<file path="config.mk">
export PLATFORM = sky130hd
export DESIGN_NAME = adc_seq_ctrl
export DESIGN_NICKNAME = d
export VERILOG_FILES = /design/src/rtl/adc_seq_ctrl.sv
export SDC_FILE = /design/constraint.sdc
export NUM_CORES = 1
export LEC_CHECK = 0
export BUFFER_PORTS_ARGS = -buffer_cell sky130_fd_sc_hd__buf_2
export CAP_MARGIN = 15
export CORE_MARGIN = 2
export CORE_UTILIZATION = 54
export CTS_BUF_LIST = sky130_fd_sc_hd__clkbuf_16
export DETAILED_ROUTE_END_ITERATION = 7
export GPL_TIMING_DRIVEN = 0
export HOLD_SLACK_MARGIN = 0.1
export PLACE_DENSITY = 0.8
export SETUP_SLACK_MARGIN = 0.4
export SYNTH_ARGS = -nofsm -noshare
export SYNTH_HDL_FRONTEND = slang
export SYNTH_SLANG_ARGS = --single-unit
export TNS_END_PERCENT = 100
</file>
<file path="constraint.sdc">
create_clock -name clk -period 2.98 [get_ports clk]
set_input_delay 0.149 -clock clk [delete_from_list [all_inputs] [get_ports clk]]
set_output_delay 0.149 -clock clk [all_outputs]
set_load 0.01 [all_outputs]
</file>
<file path="src/rtl/adc_seq_ctrl.sv">
module adc_seq_ctrl #(
  parameter int NCH = 4,
  localparam int IW = $clog2(NCH)
) (
  input  logic          clk,
  input  logic          rst_n,
  input  logic          hw_mode,
  input  logic [NCH-1:0] sel_pins,
  input  logic [NCH-1:0] bus_lo,
  input  logic          cs_n,
  input  logic          wr_n,
  input  logic          rd_n,
  input  logic          convst,
  input  logic          conv_done,
  output logic [IW-1:0] chan_idx,
  output logic          conv_req,
  output logic          busy,
  output logic          seq_end
);

  typedef enum logic [1:0] {S_IDLE, S_SCAN, S_WAIT} state_t;
  state_t state;

  logic           wr_q, cs_q, rd_q, cv_q;
  logic [NCH-1:0] bus_q, csr, rem;
  logic [NCH-1:0] live_mask;
  logic [IW-1:0]  low_idx;
  logic           start, wr_commit;

  assign live_mask = hw_mode ? sel_pins : csr;
  assign start     = convst && !cv_q;
  assign wr_commit = wr_n && !wr_q && !cs_q && rd_q;
  assign busy      = (state != S_IDLE);

  always_comb begin
    low_idx = '0;
    for (int i = NCH-1; i >= 0; i--)
      if (rem[i]) low_idx = IW'(i);
  end

  always_ff @(posedge clk or negedge rst_n) begin
    if (!rst_n) begin
      wr_q  <= 1'b1;
      cs_q  <= 1'b1;
      rd_q  <= 1'b1;
      cv_q  <= 1'b0;
      bus_q <= '0;
      csr   <= '0;
    end else begin
      wr_q  <= wr_n;
      cs_q  <= cs_n;
      rd_q  <= rd_n;
      cv_q  <= convst;
      bus_q <= bus_lo;
      if (wr_commit) csr <= bus_q;
    end
  end

  always_ff @(posedge clk or negedge rst_n) begin
    if (!rst_n) begin
      state    <= S_IDLE;
      rem      <= '0;
      chan_idx <= '0;
      conv_req <= 1'b0;
      seq_end  <= 1'b0;
    end else begin
      conv_req <= 1'b0;
      seq_end  <= 1'b0;
      case (state)
        S_IDLE: if (start) begin
          rem   <= live_mask;
          state <= S_SCAN;
        end
        S_SCAN: if (rem == '0) begin
          seq_end <= 1'b1;
          state   <= S_IDLE;
        end else begin
          chan_idx     <= low_idx;
          conv_req     <= 1'b1;
          rem[low_idx] <= 1'b0;
          state        <= S_WAIT;
        end
        S_WAIT: if (conv_done) state <= S_SCAN;
        default: state <= S_IDLE;
      endcase
    end
  end

  logic [NCH-1:0] cap_mask;
  logic [IW-1:0]  last_idx;
  logic           any_req;

  always_ff @(posedge clk or negedge rst_n) begin
    if (!rst_n) begin
      cap_mask <= '0;
      last_idx <= '0;
      any_req  <= 1'b0;
    end else if (start && !busy) begin
      cap_mask <= live_mask;
      any_req  <= 1'b0;
    end else if (conv_req) begin
      last_idx <= chan_idx;
      any_req  <= 1'b1;
    end
  end

  p_ascending_r2: assert property (@(posedge clk) disable iff (!rst_n)
    (conv_req && any_req) |-> (chan_idx > last_idx));
  p_req_in_mask_r3: assert property (@(posedge clk) disable iff (!rst_n)
    conv_req |-> cap_mask[chan_idx]);
  p_req_pulse_r10: assert property (@(posedge clk) disable iff (!rst_n)
    conv_req |=> !conv_req);
  p_end_idle_r10: assert property (@(posedge clk) disable iff (!rst_n)
    seq_end |-> !busy);
  p_start_busy_r10: assert property (@(posedge clk) disable iff (!rst_n)
    (start && !busy) |=> busy);
  p_req_busy_r9: assert property (@(posedge clk) disable iff (!rst_n)
    conv_req |-> busy);
  p_idle_done_r9: assert property (@(posedge clk) disable iff (!rst_n)
    (!busy && !start) |=> !conv_req);

endmodule

</file>
### Word level (Yosys, flattened, before mapping)

Index checks and enable logic that the tools add are counted.

| cells by class | value |
|---|---|
| multiplexer cells | 18 |
| order comparisons | 2 |
| bitwise logic cells | 3 |
| reductions and logical operators | 15 |
| equal/unequal tests | 5 |

Operator list:

| operator | count |
|---|---|
| 2-bit two-way mux | 7 |
| 4-bit two-way mux | 3 |
| 4-bit one-hot mux with 2 select lines | 1 |
| 2-bit inequality test, second input constant | 3 |
| 2-bit one-hot mux with 3 select lines | 1 |
| 1-bit logical AND | 5 |
| 1-bit two-way mux | 5 |
| 4-bit AND | 1 |
| 4-bit zero test | 1 |
| 4-bit inverter | 1 |
| 2-bit AND reduction | 2 |
| 2-bit nonzero test | 2 |
| 1-bit zero test | 3 |
| 2-bit by 3-bit < comparator with 1-bit output, second input constant | 1 |
| 3-bit AND reduction | 1 |
| 1-bit demux with 2-bit select | 1 |
| 2-bit by 1-bit == test with 1-bit output, second input constant | 1 |
| 2-bit == test, second input constant | 1 |
| 2-bit by 1-bit >= comparator with 1-bit output, second input constant | 1 |
| 2-bit zero test | 1 |
| 1-bit inverter | 1 |

| word-level totals | value |
|---|---|
| logic and storage cells | 54 |
| flip-flop bits (word level) | 22 |
| input bits | 16 |

### Logic depth before layout (Yosys ltp)

Gate-level depths: netlist (run 1).

| logic depth | value |
|---|---|
| word-level depth | 12 |
| depth in mapped cells | 4 |
| depth with buffers taken out | 3 |

### Worst setup path before layout (run 1)

Ideal clock, no wire load.

| timing | value |
|---|---|
| kind | reg-to-reg |
| from | reg state[0] |
| to | reg rem[2] |
| clock period less this slack | 1.322 ns |
| stages on the path, launching flop included | 5 |
| data arrival time | 1.189 ns |
| slack | 1.658 ns |
| data required time | 2.847 ns |
| cell sequence | dfrtp_1 -> or4b_4 -> buf_6 -> nand3_2 -> o211ai_2 |

| between the ends | value |
|---|---|
| cells in the longest elaborated chain, start to end | 3 |
| elaborated cells on any way between the ends | 7 |
| classes of those cells | eq/ne (3); mux (1); reduce/logical (3) |

Ends and longest elaborated chain:

| item | line | text |
|---|---|---|
| start, declared | 22 | `state_t state;` |
| start signal, assigned | 61 | `state <= S_IDLE;` |
| start signal, assigned | 72 | `state <= S_SCAN;` |
| start signal, assigned | 76 | `state <= S_IDLE;` |
| 2-bit by 1-bit == test with 1-bit output or 2-bit zero test (tied branches) | 69 | `case (state)` |
| 2-bit inequality test (no line) or 2-bit nonzero test (tied branches) | -- |  |
| 3-bit AND reduction (no line) | -- |  |
| end signal, assigned | 71 | `rem <= live_mask;` |
| end, declared | 25 | `logic [NCH-1:0] bus_q, csr, rem;` |

Parallel ways exist; a longest one is shown, timed or not.
A chain may end at the register's enable or synchronous reset.

### Worst setup path after layout (run 1)

| timing | value |
|---|---|
| from | in convst |
| to | reg rem[1] |

| between the ends | value |
|---|---|
| cells in the longest elaborated chain, start to end | 3 |

Ends and longest elaborated chain:

| item | line | text |
|---|---|---|
| start, declared | 13 | `input logic convst,` |
| 1-bit logical AND | 31 | `assign start = convst && !cv_q;` |
| 2-bit inequality test (no line) | -- |  |
| 3-bit AND reduction (no line) | -- |  |

No other way between the ends.

==> results by group, run 1 <==
Timing
  • Final min period: 1410 ps
  • Slew @ Worst Pin: 551 ps
  • Setup TNS: 0 ps
  • Finish-stage setup viols: 0
  • Final worst slack: 1570 ps
  • Final hold violations: 0
  • Fmax: 0.711 GHz
  • Final period util: 47.2%
  • RSZ-0062 raised after global routing: no
  • Max-slew violations: 0
  • Skew final: 1.90 ps
  • Slew HR: 62.9%

Critical path
  • Worst-path fanout max: 9
  • CP max stage delay: 520 ps
  • Worst setup startpoint: convst
  • Crit-path cells: dlygate4sd3_1, buf_2, or4b_4, buf_6, nand3_2, o211ai_2
  • FF-to-FF path depth: 4
  • Arr. time, crit path: 1540 ps
  • CP max stage cell: dlygate4sd3_1
  • CP Launch Type: primary input
  • Worst r2r src: state[0]
  • Worst R2R Setup Slack: 1580 ps
  • Crit. End Element: flip-flop
  • R2R Path End: rem[1]
  • Crit Path Class: primary input to flip-flop
  • Worst endpoint required time: 3110 ps

Layout
  • Sequential cell area: 554 µm²
  • Multi-input logic area: 293 µm²
  • Most frequent cells in the layout: 19 x dfrtp_1, 19 x buf_2, 9 x dlygate4sd3_1
  • # diodes: 0
  • P&R area growth vs syn: 32.8%
  • Final #Nets: 112
  • Number of fill cells in the layout: 109
  • Share of layout cells above drive strength 1: 40.0%

Detailed routing
  • Via count: 597
  • Vias per cell: 5.38
  • DRT antenna net count: 0
  • DRT Pass-1 Iters: 4
  • Initial DRC count: 9
  • WL/cell: 13.6 µm
  • WL final: 1510 µm
  • Drc violations: 0

Synthesis
  • Syn Nets: 79
  • Number of synthesized register bits: 22
  • Mapped cell area: 866 µm²
  • Synth Area in Adders: 0%
  • Synth unique cells: 27
  • Post-synth EDFFs: 0
  • Simple-gate portion of the synthesized area: 14.3%
  • Synthesis warning total: 0
  • Synth Area in XOR/XNOR: 0%
  • Avg Inst Size Synth: 13.7 µm²
  • Sequential area share after synthesis: 64.0%
  • Mapped Cells: 63
  • Mux cell area share after synthesis: 9.83%
  • Synth Flop Type: dfrtp_1
  • Post-synthesis compound-gate area fraction: 9.68%
  • Largest family of logic cells by synthesized area: simple AND/OR/NAND/NOR gates
  • FFs w/ async S/R, synth: 100%

CTS
  • # Post-CTS Setup Buffers: 0
  • Hold Buf Count CTS: 9
  • Worst-Skew Late Latency: 250 ps
  • CTS H-tree lvls: 1
  • Post-CTS sizing: 0
  • Clock transition at path regs: 50 ps
  • TritonCTS clock tree: built
  • Clk buf depth: 2
  • Clk root buf: clkbuf_16
  • Total CTS buffers: 3
  • CTS sink cnt: 22

Floorplanning
  • Core Footprint: 1510 µm²
  • Die area: 1940 µm²
  • Boundary Pins: 21
  • Die height: 44.0 µm
  • Starting density of the core: 57.5%
  • Die W: 44.0 µm
  • # rows: 14

Power and ir drop
  • Combinational share of power: 24.9%
  • Pleak: 0.545 nW
  • Sequential share of power: 46.0%
  • Peak VDD IR: 0.000478 V
  • Switching part of the total: 29.3%
  • Internal power: 0.000673 W
  • Psw: 0.000279 W
  • PD cells: 828 nW/µm²
  • Clk pwr share: 29.0%

Hold path
  • Worst Hold Class: primary input to flip-flop
  • Worst Hold End: state[1]
  • HP Start: conv_done
  • Hold path depth: 2

Placement
  • Routability congestion estimate: 0.697
  • IO buf count: 19
  • HPWL Detailed: 925 µm
  • Worst slack, placed: 1610 ps

GRT
  • Antenna violations before repair: 0
  • GRT overflow: 0
  • Number of global-route vias before repair: 599
  • Global Route Usage Sum: 18.4%
  • Largest net degree at the start of global routing: 23
  • Global-route wire length before repair: 2530 µm

Run status
  • Status: completed

Run
  • Max cap viols: 0
==> how the worst max path moves through the flow <==
stage	end	slack, ps	cells past startpoint
6_report	rem[1]	1570	6
5_1_grt	rem[2]	1540	4
4_1_cts	rem[1]	1570	6
3_5_place_dp	rem[2]	1610	4
3_3_place_gp	rem[2]	1630	4
2_1_floorplan	rem[2]	1660	4
==> metal layers <==
metal  part of all wire, %  global-route usage, %
met5                     0                      0
met4                  0.93                   7.27
met3                   4.0                   3.67
met2                    49                   30.9
met1                    46                   23.5
==> critical path, delay by kind of cell <==
| kind | cells | cell delay (ps) |
|---|---|---|
| and+or+nand+nor | 2 | 530 |
| AOI/OAI and AO/OA | 1 | 80 |
| buffers and inverters | 3 | 780 |
==> state kept, by name, indices dropped and copies added, names as in the netlist <==
register / flops
seq_end: 1
state: 2
cs_q: 1
chan_idx: 2
bus_q: 4
wr_q: 1
csr: 4
rd_q: 1
cv_q: 1
conv_req: 1
rem: 4
==> kinds of logic after synthesis <==
group | count (synthesis)
AND/OR/NAND/NOR | 19
AO/OA/AOI/OAI | 11
flip-flops | 22
multiplexers | 8
buffers and inverters | 3
==> synth_stat cells (2+ instances only) <==
cell type / count / area [µm²]
dfrtp_1: 19 / 475
mux2_2: 4 / 45.0
mux2i_1: 4 / 40.0
nor2_1: 4 / 15.0
dfstp_2: 3 / 78.8
nand2_1: 2 / 7.51
nand3_1: 2 / 10.0
nand3_2: 2 / 20.0
nor4_1: 2 / 12.5
o211ai_2: 2 / 25.0
o21ai_0: 2 / 10.0
o22ai_1: 2 / 12.5
==> power groups by stage <==
stage / Sequential (W) / Clock (W) / Combinational (W)
2_1_floorplan: 0.000437 / 0 / 0.000154
3_3_place_gp: 0.000436 / 0 / 0.000219
3_5_place_dp: 0.000441 / 0 / 0.000224
4_1_cts: 0.000437 / 0.000283 / 0.000240
5_1_grt: 0.000448 / 0.000297 / 0.000266
6_report: 0.000438 / 0.000276 / 0.000238
==> area by class of cell <==
| class | instances | area share (%) |
|---|---|---|
| Sequential cell | 22 | 48.2 |
| Multi-Input combinational cell | 38 | 25.5 |
| Timing Repair Buffer | 28 | 16.1 |
| Clock buffer | 3 | 6.53 |
| Tap cell | 16 | 1.74 |
| Buffer | 2 | 1.31 |
| Clock inverter | 1 | 0.326 |
| Inverter | 1 | 0.326 |
==> stage by stage <==
step | utilization (%) | std cells | hold slack, ps | power (W) | instance area (µm²)
CTS | 76.3 | 111 | 120 | 0.000960 | 1150
floorplan | - | 63 | -147 | 0.000591 | 866
global placement | 65.1 | 98 | 124 | 0.000655 | 981
finish | 76.3 | 111 | 118 | 0.000952 | 1150
global route | 76.3 | 111 | 126 | 0.00101 | 1150
detailed placement | 65.1 | 98 | 131 | 0.000666 | 981
Note: power is estimated with default switching activity, not from simulation.
==> run 2: changes to the inputs <==
--- a/config.mk
+++ b/config.mk
@@ -8,12 +8,12 @@
 export BUFFER_PORTS_ARGS = -buffer_cell sky130_fd_sc_hd__buf_2
 export CAP_MARGIN = 15
 export CORE_MARGIN = 2
-export CORE_UTILIZATION = 54
+export CORE_UTILIZATION = 50
 export CTS_BUF_LIST = sky130_fd_sc_hd__clkbuf_16
 export DETAILED_ROUTE_END_ITERATION = 7
 export GPL_TIMING_DRIVEN = 0
 export HOLD_SLACK_MARGIN = 0.1
-export PLACE_DENSITY = 0.8
+export PLACE_DENSITY = 0.75
 export SETUP_SLACK_MARGIN = 0.4
 export SYNTH_ARGS = -nofsm -noshare
 export SYNTH_HDL_FRONTEND = slang
==> constraint.sdc (replaced) <==
create_clock -name clk -period 1.4 [get_ports clk]
set_input_delay 0.07 -clock clk [delete_from_list [all_inputs] [get_ports clk]]
set_output_delay 0.07 -clock clk [all_outputs]
set_load 0.01 [all_outputs]
==> run 2 against run 1 <==
  * Non-clock buffer count is 5 higher
  * Final cell count increased by 5.4%
  * Sequential share of layout area down 4.1 points
  * Via count rose by 6.5%
  * Routed wire length is 9.9% higher
  * First-iteration DRC count rose by 33%
  * Largest power group unchanged
==> results by group, run 2 (synthesis gave the netlist of run 1 again) <==
Critical path
  • Worst-path fanout max: 9 (unchanged)
  • R2R Path End: rem[2] (was rem[1])
  • CP max stage delay: 510 ps (was 520 ps)
  • Worst r2r src: state[1] (was state[0])
  • Crit-path cells: or4b_4, buf_6, nand3_2, o211ai_2 (was dlygate4sd3_1, buf_2, or4b_4, buf_6, nand3_2, o211ai_2)
  • CP max stage cell: or4b_4 (was dlygate4sd3_1)
  • FF-to-FF path depth: 4 (unchanged)
  • Crit Path Class: flip-flop to flip-flop (was primary input to flip-flop)
  • CP Launch Type: flip-flop (was primary input)
  • Arr. time, crit path: 1460 ps (was 1540 ps)
  • Worst endpoint required time: 1530 ps (was 3110 ps)
  • Crit. End Element: flip-flop (unchanged)
  • Delay-heaviest family, CP: simple AND/OR/NAND/NOR gates (was buffers and inverters)
  • CP bufs+invs: 1 (was 3)
  • Worst R2R Setup Slack: 60 ps (was 1580 ps)

Power and ir drop
  • PD cells: 1890 nW/µm² (was 828 nW/µm²)
  • Psw: 0.000656 W (was 0.000279 W)
  • Internal power: 0.00172 W (was 0.000673 W)
  • Switching part of the total: 27.7% (was 29.3%)
  • Combinational share of power: 27.4% (was 24.9%)
  • Clk pwr share: 33.2% (was 29.0%)
  • Sequential share of power: 39.4% (was 46.0%)
  • Pleak: 0.601 nW (was 0.545 nW)
  • Peak VDD IR: 0.00130 V (was 0.000478 V)

Timing
  • Fmax: 0.748 GHz
  • Skew final: 2.75 ps (was 1.90 ps)
  • Slew HR: 68.2% (was 62.9%)
  • Final min period: 1340 ps
  • Finish-stage setup viols: 0 (unchanged)
  • Slew @ Worst Pin: 477 ps (was 551 ps)
  • Max-slew violations: 0 (unchanged)
  • Setup TNS: 0 ps (unchanged)
  • Final hold violations: 0 (unchanged)
  • RSZ-0062 raised after global routing: yes (was no)
  • Final period util: 95.5%

Placement
  • Dpl cell area: 997 µm² (was 981 µm²)
  • HPWL Detailed: 1020 µm (was 925 µm)
  • IO buf count: 19 (unchanged)
  • Routability congestion estimate: 0.788 (was 0.697)

CTS
  • Total CTS buffers: 3 (unchanged)
  • Clk root buf: clkbuf_16 (unchanged)
  • CTS sink cnt: 22 (unchanged)
  • CTS H-tree lvls: 1 (unchanged)
  • TritonCTS clock tree: built (unchanged)
  • Worst-Skew Late Latency: 250 ps (about the same)
  • Clock transition at path regs: 60 ps (was 50 ps)
  • Clk buf depth: 2 (unchanged)

Floorplanning
  • Boundary Pins: 21 (unchanged)
  • # rows: 15 (was 14)
  • Starting density of the core: 51.8% (was 57.5%)
  • Die area: 2080 µm² (was 1940 µm²)
  • Die W: 45.6 µm (was 44.0 µm)
  • Core Footprint: 1670 µm² (was 1510 µm²)
  • Die height: 45.6 µm (was 44.0 µm)

Run status
  • Status: completed (unchanged)

Layout
  • P&R area growth vs syn: 45.2% (was 32.8%)
  • Final instance area: 1260 µm² (was 1150 µm²)
  • # diodes: 0 (unchanged)
  • Largest registers: bus_q: 4 flops, csr: 4 flops, rem: 4 flops (unchanged)
  • Number of fill cells in the layout: 115 (was 109)
  • Share of layout cells above drive strength 1: 47.0% (was 40.0%)
  • Final #Nets: 117 (was 112)
  • Most frequent cells in the layout: 19 x dfrtp_1, 19 x buf_2, 10 x dlygate4sd3_1, 4 x mux2_4, 4 x mux2i_1 (was 19 x dfrtp_1, 19 x buf_2, 9 x dlygate4sd3_1)

GRT
  • GRT overflow: 0 (unchanged)
  • Number of global-route vias before repair: 638 (was 599)
  • Global Route Usage Sum: 19.4% (was 18.4%)
  • Global-route wire length before repair: 2840 µm (was 2530 µm)
  • Antenna violations before repair: 0 (unchanged)
  • Largest net degree at the start of global routing: 23 (unchanged)

Detailed routing
  • Via count: 636 (was 597)
  • Initial DRC count: 12 (was 9)
  • Drc violations: 0 (unchanged)
  • DRT antenna net count: 0 (unchanged)
  • Vias per cell: 5.44 (was 5.38)
  • WL/cell: 14.2 µm (was 13.6 µm)
  • DRT Pass-1 Iters: 4 (unchanged)
  • WL final: 1660 µm (was 1510 µm)

Run
  • Max cap viols: 0 (unchanged)

Hold path
  • Worst Hold End: rem[3] (was state[1])
  • HP Start: sel_pins[3] (was conv_done)
  • Worst Hold Class: primary input to flip-flop (unchanged)
  • Hold path depth: 3 (was 2)
## run 2: cell types whose count changed in the layout (fill, tap and decap cells not counted), sizes merged
cell / delta
clkinv: -1
dlygate4sd3: +1
bufinv: +1
buf: +4
## run 2: final cells by class
class | count | area (µm²) | share of cell area (%)
well taps | 17 | 21.3 | 1.69
clock buffers | 3 | 75.1 | 5.97
repair buffers | 33 | 229 | 18.2
flip-flops and latches | 22 | 554 | 44.1
multi-input cells | 38 | 329 | 26.2
plain buffers | 2 | 15.0 | 1.19
inverters | 1 | 3.75 | 0.299
clock inverters | 1 | 30.0 | 2.39
## run 2: per-stage QoR
| stage | hold WS (ps) | std cells | utilization, % | setup WS, ps | power [W] |
|---|---|---|---|---|---|
| 6_report | 116 | 117 | 75.3 | 62.5 | 0.00237 |
| 2_1_floorplan | -226 | 63 | - | 85.2 | 0.00127 |
| 5_1_grt | 158 | 117 | 75.3 | 9.20 | 0.00251 |
| 3_3_place_gp | 49.7 | 99 | 59.7 | 48.9 | 0.00141 |
| 4_1_cts | 121 | 117 | 75.3 | 62.9 | 0.00237 |
| 3_5_place_dp | 50.8 | 99 | 59.7 | 38.2 | 0.00144 |
## run 2: repair_timing
action	in CTS	in global routing
setup buffers	4	0
setup endpoints to repair	15	15
resized for setup	7	0
pin swaps	2	0
hold buffers	10	0
hold endpoints to repair	29	0
gates cloned	0	0
## run 2: power by group through the flow
stage	Sequential, W	Combinational [W]	Clock [W]
final	0.000935	0.000650	0.000787
after global routing	0.000959	0.000724	0.000824
after CTS	0.000929	0.000649	0.000788
after detailed placement	0.000940	0.000498	0
after global placement	0.000933	0.000480	0
after floorplan	0.000931	0.000341	0
## run 2: worst register-to-register path, delay by kind of cell (launching register included)
| kind | cells | cell delay (ps) |
|---|---|---|
| buffers and inverters | 1 | 160 |
| DFF | 1 | 390 |
| AOI/OAI and AO/OA | 1 | 80 |
| and+or+nand+nor | 2 | 590 |
## run 2: worst max path at each step
stage	depth (start not counted)	endpoint	startpoint	slack, ps
after floorplan	4	rem[2]	state[1]	90
after detailed placement	4	rem[2]	state[1]	40
final	4	rem[2]	state[1]	60
after CTS	4	rem[2]	state[1]	60
after global routing	4	rem[2]	state[1]	9
after global placement	4	rem[2]	state[1]	50
## run 2: metal layers
layer / vias up / GRT usage [%] / routed length [µm]
met5: - / 0 / 0
met4: 0 / 7.65 / 35
met3: 4 / 3.57 / 59
met2: 19 / 33.0 / 870
met1: 313 / 24.3 / 697
li1: 300 / - / -
